File: src/rtl/burst_gate_pkg.sv
package burst_gate_pkg;
  parameter int unsigned DEF_SYNC_STAGES = 2;

  typedef struct packed {
    logic pulse;
    logic act;
  } smp_t;
endpackage

File: src/rtl/bg_sync.sv
module bg_sync #(
  parameter int unsigned STAGES  = 2,
  parameter logic        RST_VAL = 1'b0
) (
  input  logic clk_i,
  input  logic rst_ni,
  input  logic d_i,
  output logic q_o
);
  logic [STAGES-1:0] sh_q;

  generate
    if (STAGES == 1) begin : g_one
      always_ff @(posedge clk_i or negedge rst_ni) begin
        if (!rst_ni) sh_q <= RST_VAL;
        else         sh_q <= d_i;
      end
    end else begin : g_many
      always_ff @(posedge clk_i or negedge rst_ni) begin
        if (!rst_ni) sh_q <= {STAGES{RST_VAL}};
        else         sh_q <= {sh_q[STAGES-2:0], d_i};
      end
    end
  endgenerate

  assign q_o = sh_q[STAGES-1];
endmodule

File: src/rtl/bg_gate_core.sv
module bg_gate_core (
  input  logic clk_i,
  input  logic rst_ni,
  input  logic g_i,
  input  logic act_i,
  output logic y_o
);
  logic z_q, z_n, y_q;

  // decision may only move while the pulse is low
  assign z_n = g_i ? z_q : act_i;

  always_ff @(posedge clk_i or negedge rst_ni) begin
    if (!rst_ni) begin
      z_q <= 1'b0;
      y_q <= 1'b0;
    end else begin
      z_q <= z_n;
      y_q <= g_i & z_n;
    end
  end

  assign y_o = y_q;


  z_stable_chk: assert property (@(posedge clk_i) disable iff (!rst_ni)
    g_i ##1 g_i |-> $stable(z_q));


  no_out_without_in_chk: assert property (@(posedge clk_i) disable iff (!rst_ni)
    y_q |-> $past(g_i));


  no_rise_while_high_chk: assert property (@(posedge clk_i) disable iff (!rst_ni)
    $rose(y_q) |-> !$past(y_q) && $past(g_i) && $past(g_i, 2) == 1'b0);
endmodule

File: src/rtl/bg_cut_flag.sv
module bg_cut_flag (
  input  logic clk_i,
  input  logic rst_ni,
  input  logic g_i,
  input  logic act_i,
  output logic cut_o
);
  logic act_d, cut_q, act_rise;

  assign act_rise = act_i & ~act_d;

  always_ff @(posedge clk_i or negedge rst_ni) begin
    if (!rst_ni) begin
      act_d <= 1'b0;
      cut_q <= 1'b0;
    end else begin
      act_d <= act_i;
      if (act_rise) cut_q <= g_i;
    end
  end

  assign cut_o = cut_q;


  cut_set_chk: assert property (@(posedge clk_i) disable iff (!rst_ni)
    act_i && !act_d && g_i |=> cut_q);


  cut_clr_chk: assert property (@(posedge clk_i) disable iff (!rst_ni)
    act_i && !act_d && !g_i |=> !cut_q);


  cut_hold_chk: assert property (@(posedge clk_i) disable iff (!rst_ni)
    !(act_i && !act_d) |=> $stable(cut_q));
endmodule

File: src/rtl/burst_gate.sv
module burst_gate
  import burst_gate_pkg::*;
#(
  parameter int unsigned SYNC_STAGES = DEF_SYNC_STAGES
) (
  input  logic clk_i,
  input  logic rst_ni,
  input  logic pulse_i,
  input  logic en_ni,
  output logic pulse_o,
  output logic cut_o
);
  smp_t s;
  logic en_n_s;

  bg_sync #(.STAGES(SYNC_STAGES), .RST_VAL(1'b0)) u_sync_pulse (
    .clk_i(clk_i), .rst_ni(rst_ni), .d_i(pulse_i), .q_o(s.pulse)
  );

  bg_sync #(.STAGES(SYNC_STAGES), .RST_VAL(1'b1)) u_sync_en (
    .clk_i(clk_i), .rst_ni(rst_ni), .d_i(en_ni), .q_o(en_n_s)
  );

  assign s.act = ~en_n_s;

  bg_gate_core u_core (
    .clk_i(clk_i), .rst_ni(rst_ni), .g_i(s.pulse), .act_i(s.act), .y_o(pulse_o)
  );

  bg_cut_flag u_flag (
    .clk_i(clk_i), .rst_ni(rst_ni), .g_i(s.pulse), .act_i(s.act), .cut_o(cut_o)
  );
endmodule

File: config.mk
export PLATFORM = sky130hd
export DESIGN_NAME = burst_gate
export DESIGN_NICKNAME = d
export VERILOG_FILES = /design/src/rtl/burst_gate_pkg.sv /design/src/rtl/bg_sync.sv /design/src/rtl/bg_gate_core.sv /design/src/rtl/bg_cut_flag.sv /design/src/rtl/burst_gate.sv
export SDC_FILE = /design/constraint.sdc
export NUM_CORES = 1
export LEC_CHECK = 0
export ABC_CLOCK_PERIOD_IN_PS = 2300
export BUFFER_PORTS_ARGS = -buffer_cell sky130_fd_sc_hd__buf_2
export CORE_AREA = 2 2 39 41
export CTS_CLUSTER_DIAMETER = 80
export CTS_CLUSTER_SIZE = 8
export DETAILED_ROUTE_END_ITERATION = 10
export DIE_AREA = 0 0 41 43
export PLACE_DENSITY_LB_ADDON = 0.3
export SLEW_MARGIN = 20
export SYNTH_ARGS = -nofsm -noshare
export SYNTH_HDL_FRONTEND = slang
export SYNTH_SLANG_ARGS = --single-unit
File: constraint.sdc
create_clock -name clk_i -period 2.3 [get_ports clk_i]
set_clock_uncertainty 0.15 [all_clocks]
set_input_delay 0.46 -clock clk_i [delete_from_list [all_inputs] [get_ports clk_i]]
set_output_delay 0.46 -clock clk_i [all_outputs]
set_load 0.05 [all_outputs]
Word-level counts from Yosys, hierarchy flattened
Cells that the tools add are included.
W data, S select, Z words.
Operators by class
  muxes and demuxes: 1
  bitwise gates (word level): 4
Operators by type and width (number)
  $and A1 B1 Y1: 2
  $not A1 Y1: 2
  $mux W1: 1
Storage, ports and cells
  logic and storage cells: 11
  input port bits: 4
  output and inout bits: 2
  flip-flop bits (word level): 8

Longest topological paths before layout
Gate-level depths: netlist (run 1).
  depth in word-level cells: 3
  mapped depth: 2
  gate-level depth less buffers: 2

Cells and area by module
Synthesis (run 1) repeated with hierarchy kept, for this count alone.
Second synthesis, totals
  cells, all modules: 13
  area total of the unflattened synthesis: 257.7 sq um
By module, submodules not included
  bg_cut_flag: instances 1, seq. area each 50.0 sq um, area each 78.8 sq um, cells each 4
  bg_gate_core: instances 1, seq. area each 50.0 sq um, area each 72.6 sq um, cells each 4
  bg_sync (u_sync_en): instances 1, seq. area each 52.6 sq um, area each 52.6 sq um, cells each 2
  bg_sync (u_sync_pulse): instances 1, seq. area each 50.0 sq um, area each 50.0 sq um, cells each 2
  burst_gate: instances 1, seq. area each 0.0 sq um, area each 3.8 sq um, cells each 1

Worst setup path after synthesis (run 1)
No wires, ideal clock.
  path type: register -> output
  start: register u_flag.cut_q (netlist: u_flag.cut_o)
  end: output cut_o
  setup slack: 1.095 ns
  buffers on the path: 0
  required time: 1.690 ns
  data arrival time: 0.595 ns
  cell stages (with the launch flop): 1
  cells stage by stage: dfrtp_1
RTL lines
  start: declaration: line bg_cut_flag.sv:8  | logic act_d, cut_q, act_rise;
  start signal: assignment: line bg_cut_flag.sv:18  | if (act_rise) cut_q <= g_i;
  end: declaration: line burst_gate.sv:11  | output logic cut_o
No word-level cell between the ends.

Final worst setup path (run 1)
  start: register u_flag.cut_q (netlist: u_flag.cut_o)
  end: output cut_o
No word-level cell between the ends.

==> impl_metrics.env, run 1 <==
export IMPL_status="completed"
export IMPL_cts_sinks=8
export IMPL_first_pass_iters=2
export IMPL_place_ws_ps=1119
export IMPL_required_ps=1690
export IMPL_tns_ps=0
export IMPL_cts_tree="built"
export IMPL_cts_buffers=3
export IMPL_slowest_delay_ps=330
export IMPL_crit_start="u_flag.cut_o"
export IMPL_die_area_um2=1763
export IMPL_drt_wl_total_um=335
export IMPL_fmaxAchievable_ghz=0.6891
export IMPL_use_met3_pct=6.283
export IMPL_yosysUniqueCellTypes=7
export IMPL_clkLatencyLatePin_ps=250
export IMPL_grt_pass1_wl_um=572
export IMPL_use_met1_pct=5.369
export IMPL_hold_viol_final=0
export IMPL_grt_max_degree=9
export IMPL_clk_pin_slew_ps=60
export IMPL_yosysWarningCount=0
export IMPL_peakVddDrop_uv=369.4
export IMPL_setup_violations_final=0
export IMPL_regToRegStartpoint="u_sync_en.sh_q[1]"
export IMPL_ios=6
export IMPL_cts_setup_buffers=0
export IMPL_fillers=149
export IMPL_syn_inst=13
export IMPL_crit_arrival_ps=840
export IMPL_leakagePower_uw=0.0001494
export IMPL_route_detailed_drc=0
export IMPL_worst_slew_pin_slew_ps=248.2
export IMPL_critPathCaptureType="output pin"
export IMPL_synth_nets=17
export IMPL_clockBufferDepth=2
export IMPL_fin_crit_ps=1451
export IMPL_n_antenna_cell=0
export IMPL_hp_start="en_ni"
export IMPL_crit_family="flip-flops"
export IMPL_vias=132
export IMPL_antenna_found_initial=0
export IMPL_worstSetupStartpointType="flop"
export IMPL_maxSlewHeadroom_pct=83.57
export IMPL_place_area_um2=280.3
export IMPL_die_h_um=43
export IMPL_cts_root_buf="clkbuf_4"
export IMPL_netlist_area_um2=235.2
export IMPL_htreeDepth=1
export IMPL_num_rows=14
export IMPL_wl_per_cell_um=8.590
export IMPL_via_per_inst=3.385
export IMPL_syn2layout_area_growth_pct=34.57
export IMPL_rsz0062_at_grt="no"
export IMPL_ys_seq_area_share_pct=86.17
export IMPL_globalRouteOverflowTotal=0
export IMPL_path_max_fanout=2
export IMPL_numPortBuffers=5
export IMPL_syn_avg_cell_area_um2=18.09
export IMPL_cp_slowest_cell="dfrtp_1"
export IMPL_yosys_register_bits=8
export IMPL_timing_final_crit_share_pct=63.10
export IMPL_final_core_util_pct=22.88
export IMPL_drv_cap=0
export IMPL_synth_area_leader_cell="dfrtp_1"
export IMPL_worstPathCellList="buf_2"
export IMPL_ant_nets=0
export IMPL_fin_area_um2=316.6
export IMPL_grt_busiest_layer="met4"
export IMPL_min_path_type="input pin to flop"
export IMPL_grt_util_all_layers_pct=6.205
export IMPL_yosys_top_cells_area="dfrtp_1 64%, dfstp_2 22%, mux2_1 4.8%, o21bai_1 3.2%, and2_1 2.7%"
export IMPL_die_x_um=41
export IMPL_met2_usage_pct=6.563
export IMPL_total_power_uw=297.0
export IMPL_critPathKind="flop to output pin"
export IMPL_drt_iter0_markers=3
export IMPL_drive_gt1_share_pct=43.48
export IMPL_p_per_area_nw_per_um2=938.3
export IMPL_start_util_pct=17.00
export IMPL_final_nets=28
export IMPL_worst_slack_ps=848.8
export IMPL_gp_congestion=0.4993
export IMPL_netlist_area_leader_share_pct=63.83
export IMPL_drv_slew=0
export IMPL_core_area_um2=1384
export IMPL_cp_num_buf_inv=1
export IMPL_grt_pass1_vias=151
-- flip-flops by register name, summed over array words and instances (netlist names) --
name               cells
u_flag.cut_o           1
u_core.y_o             1
u_flag.act_d           1
u_sync_pulse.sh_q      2
u_core.z_q             1
u_sync_en.sh_q         2
-- report_power, final --
group	switching, uW	internal, uW
Sequential	3.49	152
Combinational	20.1	8.65
Clock	46.4	66.3
Total	70.0	227
-- per-stage QoR --
stage | cells | hold WS, ps
after floorplan | 13 | 14.41
after global placement | 34 | 145.5
after detailed placement | 34 | 154.1
after CTS | 39 | 153.4
after global routing | 39 | 145.4
final | 39 | 164.5
-- final cells by class --
type / count / area (um^2) / share of cell area, %
well taps: 16 / 20.02 / 6.324
repair buffers: 6 / 35.03 / 11.07
flip-flops and latches: 8 / 202.7 / 64.03
inverters: 1 / 3.754 / 1.186
multi-input cells: 4 / 28.78 / 9.091
clock buffers: 4 / 26.28 / 8.300
-- synth_stat cells --
| cell type | instances |
|---|---|
| and2_1 | 1 |
| dfrtp_1 | 6 |
| inv_1 | 1 |
| o21bai_1 | 1 |
| nor2_1 | 1 |
| dfstp_2 | 2 |
| mux2_1 | 1 |
-- kinds of logic after synthesis --
group	count (synthesis)	share of synthesized area [%]
AOI/OAI and AO/OA	1	3.193
and+or+nand+nor	2	4.255
DFF	8	86.17
buffers and inverters	1	1.594
muxes	1	4.787
-- metal layers --
| layer | vias up | wire length [um] |
|---|---|---|
| met5 | - | 0 |
| met4 | 0 | 9 |
| met3 | 2 | 46 |
| met2 | 8 | 141 |
| met1 | 62 | 138 |
| li1 | 60 | - |
-- placed cells by master, fill, tap and decap left out --
master and count:
and2_1 1, buf_2 5, clkbuf_1 1, clkbuf_4 3, dfrtp_1 6, dfstp_2 2
dlygate4sd3_1 1, inv_1 1, mux2_1 1, nor2_1 1, o21bai_1 1
-- path summary, 6_finish.rpt --
check / cells after the start / slack [ps] / to
max in group asynchronous: 2 / 1330 / u_sync_en.sh_q[0]
min reg2reg: 0 / 200 / u_sync_pulse.sh_q[1]
max reg2reg: 2 / 1170 / u_flag.cut_o
max: 1 / 850 / cut_o
min: 1 / 160 / u_sync_en.sh_q[0]
min in group asynchronous: 2 / 420 / u_flag.cut_o
-- what timing repair did --
item	CTS	global route
hold buffers	1	0
hold endpoints to repair	6	0
gates resized for setup	0	0
Note: power is estimated with default switching activity, not from simulation.
==> run 2: changes to the inputs <==
--- a/config.mk
+++ b/config.mk
@@ -5,7 +5,7 @@
 export SDC_FILE = /design/constraint.sdc
 export NUM_CORES = 1
 export LEC_CHECK = 0
-export ABC_CLOCK_PERIOD_IN_PS = 2300
+export ABC_CLOCK_PERIOD_IN_PS = 1500
 export BUFFER_PORTS_ARGS = -buffer_cell sky130_fd_sc_hd__buf_2
 export CORE_AREA = 2 2 39 41
 export CTS_CLUSTER_DIAMETER = 80
==> constraint.sdc (replaced) <==
create_clock -name clk_i -period 1.5 [get_ports clk_i]
set_clock_uncertainty 0.15 [all_clocks]
set_input_delay 0.3 -clock clk_i [delete_from_list [all_inputs] [get_ports clk_i]]
set_output_delay 0.3 -clock clk_i [all_outputs]
set_load 0.05 [all_outputs]
==> run 2 against run 1 <==
Register-to-register slack lost 820 ps. Flip-flop and latch count unchanged. Clock power grew 56%. Power grew 56%. Wire length is 9.0% higher. Highest routed layer is now met3.
==> impl_metrics.env, run 2 (synthesized netlist as in run 1, its figures left out) <==
export IMPL_cts_resized=0
export IMPL_gp_congestion=0.5058
export IMPL_worstSetupStartpointType="flop"
export IMPL_globalRouteOverflowTotal=0
export IMPL_leakagePower_uw=0.0001578
export IMPL_reg2reg_depth=2
export IMPL_clkLatencyLatePin_ps=250
export IMPL_cts_setup_buffers=0
export IMPL_crit_family="flip-flops"
export IMPL_timing_final_crit_share_pct=87.25
export IMPL_die_area_um2=1763
export IMPL_hold_viol_final=0
export IMPL_num_rows=14
export IMPL_die_x_um=41
export IMPL_cts_tree="built"
export IMPL_hold_end="u_sync_pulse.sh_q[1]"
export IMPL_start_util_pct=17.00
export IMPL_grt_max_degree=9
export IMPL_status="completed"
export IMPL_maxSlewHeadroom_pct=83.24
export IMPL_drv_cap=0
export IMPL_ios=6
export IMPL_path_max_fanout=2
export IMPL_required_ps=1050
export IMPL_reg_top3="u_sync_en.sh_q: 2 flops, u_sync_pulse.sh_q: 2 flops"
export IMPL_final_nets=30
export IMPL_hp_start="u_sync_pulse.sh_q[0]"
export IMPL_min_path_cells=0
export IMPL_r2r_slack_ps=350
export IMPL_htreeDepth=1
export IMPL_fillers=151
export IMPL_first_pass_iters=1
export IMPL_clockBufferDepth=2
export IMPL_dp_cells=34
export IMPL_via_per_inst=3.415
export IMPL_grt_pass1_vias=176
export IMPL_grt_util_all_layers_pct=6.816
export IMPL_setup_violations_final=0
export IMPL_layoutNonFillerInstCount=41
export IMPL_die_h_um=43
export IMPL_clk_pin_slew_ps=60
export IMPL_cts_root_buf="clkbuf_4"
export IMPL_worstPathCellList="buf_2"
export IMPL_antenna_found_initial=0
export IMPL_syn2layout_area_growth_pct=43.08
export IMPL_wl_per_cell_um=8.902
export IMPL_slowest_delay_ps=340
export IMPL_drt_wl_total_um=365
export IMPL_cts_sinks=8
export IMPL_ant_nets=0
export IMPL_cp_num_buf_inv=1
export IMPL_fin_crit_ps=1309
export IMPL_min_path_type="flop to flop"
export IMPL_drv_slew=0
export IMPL_core_area_um2=1384
export IMPL_n_antenna_cell=0
export IMPL_tns_ps=0
export IMPL_mostFrequentLayoutCell="dfrtp_1"
export IMPL_numPortBuffers=5
export IMPL_crit_arrival_ps=860
export IMPL_cp_slowest_cell="dfrtp_1"
export IMPL_total_power_uw=463.3
export IMPL_drive_gt1_share_pct=40.00
export IMPL_critPathCaptureType="output pin"
export IMPL_vias=140
export IMPL_regToRegStartpoint="u_sync_en.sh_q[1]"
export IMPL_rsz0062_at_grt="no"
export IMPL_worst_slew_pin_slew_ps=253.1
export IMPL_cts_buffers=3
export IMPL_p_per_area_nw_per_um2=1377
export IMPL_drt_iter0_markers=0
export IMPL_r2r_end="u_flag.cut_o"
export IMPL_fmaxAchievable_ghz=0.7641
export IMPL_peakVddDrop_uv=396.2
export IMPL_grt_pass1_wl_um=676
export IMPL_layout_common_cells="6 x dfrtp_1, 5 x buf_2, 3 x clkbuf_4, 3 x dlygate4sd3_1, 2 x dfstp_2"
export IMPL_route_detailed_drc=0
export IMPL_critPathKind="flop to output pin"
==> run 2: layout make-up <==
class / instances / area [um^2] / area share (%)
Inverter: 1 / 3.754 / 1.115
Sequential cell: 8 / 202.7 / 60.22
Clock buffer: 4 / 26.28 / 7.807
Timing Repair Buffer: 8 / 55.05 / 16.36
Tap cell: 16 / 20.02 / 5.948
Multi-Input combinational cell: 4 / 28.78 / 8.550
==> run 2: how the worst max path moves through the flow <==
stage / startpoint / to / slack, ps / depth (start not counted)
finish: u_flag.cut_o / cut_o / 190 / 1
detailed placement: u_sync_en.sh_q[1] / u_flag.cut_o / 340 / 2
global placement: u_sync_en.sh_q[1] / u_flag.cut_o / 370 / 2
CTS: u_flag.cut_o / cut_o / 180 / 1
global route: u_flag.cut_o / cut_o / 130 / 1
floorplan: u_flag.cut_o / u_flag.cut_o / 340 / 1
==> run 2: per-stage QoR <==
stage | worst slack, ps | hold WS [ps] | cell area, um^2 | utilization [%]
after global routing | 133.4 | 212.0 | 336.6 | 24.32
after global placement | 374.3 | -13.89 | 280.3 | 20.25
after CTS | 179.6 | 1.719 | 326.6 | 23.60
after detailed placement | 341.7 | -0.6367 | 280.3 | 20.25
final | 191.3 | 194.3 | 336.6 | 24.32
after floorplan | 340.9 | -145.6 | 235.2 | -
==> run 2: where the power goes <==
| group | internal [uW] | switching [uW] | total (uW) | leakage (uW) |
|---|---|---|---|---|
| logic | 16.7 | 32.0 | 48.6 | 0.0000498 |
| clock network | 102 | 74.3 | 176 | 0.0000150 |
| registers | 233 | 5.48 | 239 | 0.0000930 |
==> run 2: repair_timing <==
item | CTS | global route
hold buffers | 2 | 1
endpoints found under the hold margin | 9 | 1
setup endpoints to repair | 0 | 0
==> run 2: metal layers <==
| metal | vias to the layer above | global-route usage [%] | wire [um] |
|---|---|---|---|
| li1 | 64 | - | - |
| met1 | 68 | 5.705 | 149 |
| met2 | 8 | 8.125 | 180 |
| met3 | 0 | 7.853 | 35 |
| met4 | 0 | 6.000 | 0 |
| met5 | - | 0 | 0 |
==> run 3: changes to the inputs <==
==> constraint.sdc (replaced) <==
create_clock -name clk_i -period 1.5 [get_ports clk_i]
set_clock_uncertainty 0.15 [all_clocks]
set_input_delay 0.3 -clock clk_i [delete_from_list [all_inputs] [get_ports clk_i]]
set_output_delay 0.3 -clock clk_i [all_outputs]
set_load 0.1 [all_outputs]
==> run 3 against run 2 <==
Register-to-register slack about the same. Largest power group unchanged. Critical endpoint unchanged. Utilization up 2.2 points. Power grew 8.1%. Worst hold slack improved by 1.6 ps. Highest routed layer unchanged. Flip-flop and latch count unchanged. Cell count unchanged. Wire length fell by 12%.
==> impl_metrics.env, run 3 (synthesized netlist as in run 1, its figures left out) <==
export IMPL_route_detailed_drc=0
export IMPL_drt_iter0_markers=2
export IMPL_globalRouteOverflowTotal=0
export IMPL_wl_per_cell_um=7.829
export IMPL_start_util_pct=17.00
export IMPL_fin_area_um2=366.6
export IMPL_worst_slew_pin_slew_ps=175.4
export IMPL_ios=6
export IMPL_first_pass_iters=2
export IMPL_worstSetupStartpointType="flop"
export IMPL_critPathCaptureType="output pin"
export IMPL_fmaxAchievable_ghz=0.7797
export IMPL_tns_ps=0
export IMPL_final_nets=30
export IMPL_clk_pin_slew_ps=60
export IMPL_reg_top3="u_sync_en.sh_q: 2 flops, u_sync_pulse.sh_q: 2 flops"
export IMPL_num_rows=14
export IMPL_rsz0062_at_grt="no"
export IMPL_antenna_found_initial=0
export IMPL_place_area_um2=310.3
export IMPL_slowest_delay_ps=400
export IMPL_clkLatencyLatePin_ps=240
export IMPL_layout_common_cells="6 x dfrtp_1, 3 x clkbuf_4, 3 x dlygate4sd3_1, 3 x buf_2"
export IMPL_peakVddDrop_uv=590.7
export IMPL_drive_gt1_share_pct=40.00
export IMPL_core_area_um2=1384
export IMPL_cts_sinks=8
export IMPL_drv_slew=0
export IMPL_cp_num_buf_inv=1
export IMPL_drt_wl_total_um=321
export IMPL_die_area_um2=1763
export IMPL_mostFrequentLayoutCell="dfrtp_1"
export IMPL_setup_violations_final=0
export IMPL_cts_hold_buf=2
export IMPL_syn2layout_area_growth_pct=55.85
export IMPL_crit_arrival_ps=830
export IMPL_cts_buffers=3
export IMPL_p_per_area_nw_per_um2=1366
export IMPL_crit_family="flip-flops"
export IMPL_grt_pass1_wl_um=517
export IMPL_cts_setup_buffers=0
export IMPL_cts_root_buf="clkbuf_4"
export IMPL_ant_nets=0
export IMPL_worstPathCellList="buf_12"
export IMPL_cts_tree="built"
export IMPL_n_antenna_cell=0
export IMPL_fin_crit_ps=1282
export IMPL_vias=135
export IMPL_grt_util_all_layers_pct=5.204
export IMPL_cp_slowest_cell="dfrtp_1"
export IMPL_grt_max_degree=9
export IMPL_die_x_um=41
export IMPL_cts_resized=0
export IMPL_leakagePower_uw=0.0001668
export IMPL_min_path_type="flop to flop"
export IMPL_via_per_inst=3.293
export IMPL_critPathKind="flop to output pin"
export IMPL_required_ps=1050
export IMPL_path_max_fanout=2
export IMPL_timing_final_crit_share_pct=85.50
export IMPL_htreeDepth=1
export IMPL_maxSlewHeadroom_pct=88.31
export IMPL_grt_pass1_vias=133
export IMPL_total_power_uw=500.7
export IMPL_die_h_um=43
export IMPL_status="completed"
export IMPL_hold_viol_final=0
export IMPL_gp_congestion=0.5308
export IMPL_numPortBuffers=5
export IMPL_drv_cap=0
export IMPL_clockBufferDepth=2
export IMPL_whs_ps=196.0
## run 3: final cells by class
cell class | instances | area, um^2
clock buffers | 4 | 26.28
fillers | 138 | 1017
well taps | 16 | 20.02
inverters | 1 | 3.754
repair buffers | 8 | 85.08
flip-flops and latches | 8 | 202.7
multi-input cells | 4 | 28.78
## run 3: per-layer routing
layer | up-vias | share of wire (%) | track usage, %
li1 | 63 | - | -
met1 | 64 | 41 | 4.068
met2 | 8 | 47 | 6.563
met3 | 0 | 12 | 6.283
met4 | 0 | 0 | 4.000
met5 | - | 0 | 0
## run 3: per-stage QoR
stage               std cells  worst slack (ps)  util, %
floorplan                  13             70.03        -
global placement           34             370.3    22.42
detailed placement         34             349.0    22.42
CTS                        40             202.2    25.77
global route               41             175.1    26.49
finish                     41             217.5    26.49
## run 3: power breakdown
| group | total [uW] | switching (uW) | leakage, uW | internal [uW] |
|---|---|---|---|---|
| logic | 88.6 | 53.9 | 0.0000589 | 34.8 |
| registers | 242 | 8.98 | 0.0000930 | 233 |
| clock network | 170 | 68.4 | 0.0000150 | 101 |
| total | 501 | 131 | 0.000167 | 370 |
## run 3: final timing paths
| path | slack, ps | startpoint | cells past startpoint | end |
|---|---|---|---|---|
| max in group asynchronous | 690 | rst_ni | 2 | u_sync_en.sh_q[0] |
| hold reg to reg | 200 | u_sync_pulse.sh_q[0] | 0 | u_sync_pulse.sh_q[1] |
| setup / recovery | 220 | u_flag.cut_o | 1 | cut_o |
| hold / removal | 200 | u_sync_pulse.sh_q[0] | 0 | u_sync_pulse.sh_q[1] |
| min in group asynchronous | 270 | rst_ni | 2 | u_flag.cut_o |
| setup reg to reg | 360 | u_sync_en.sh_q[1] | 2 | u_flag.cut_o |
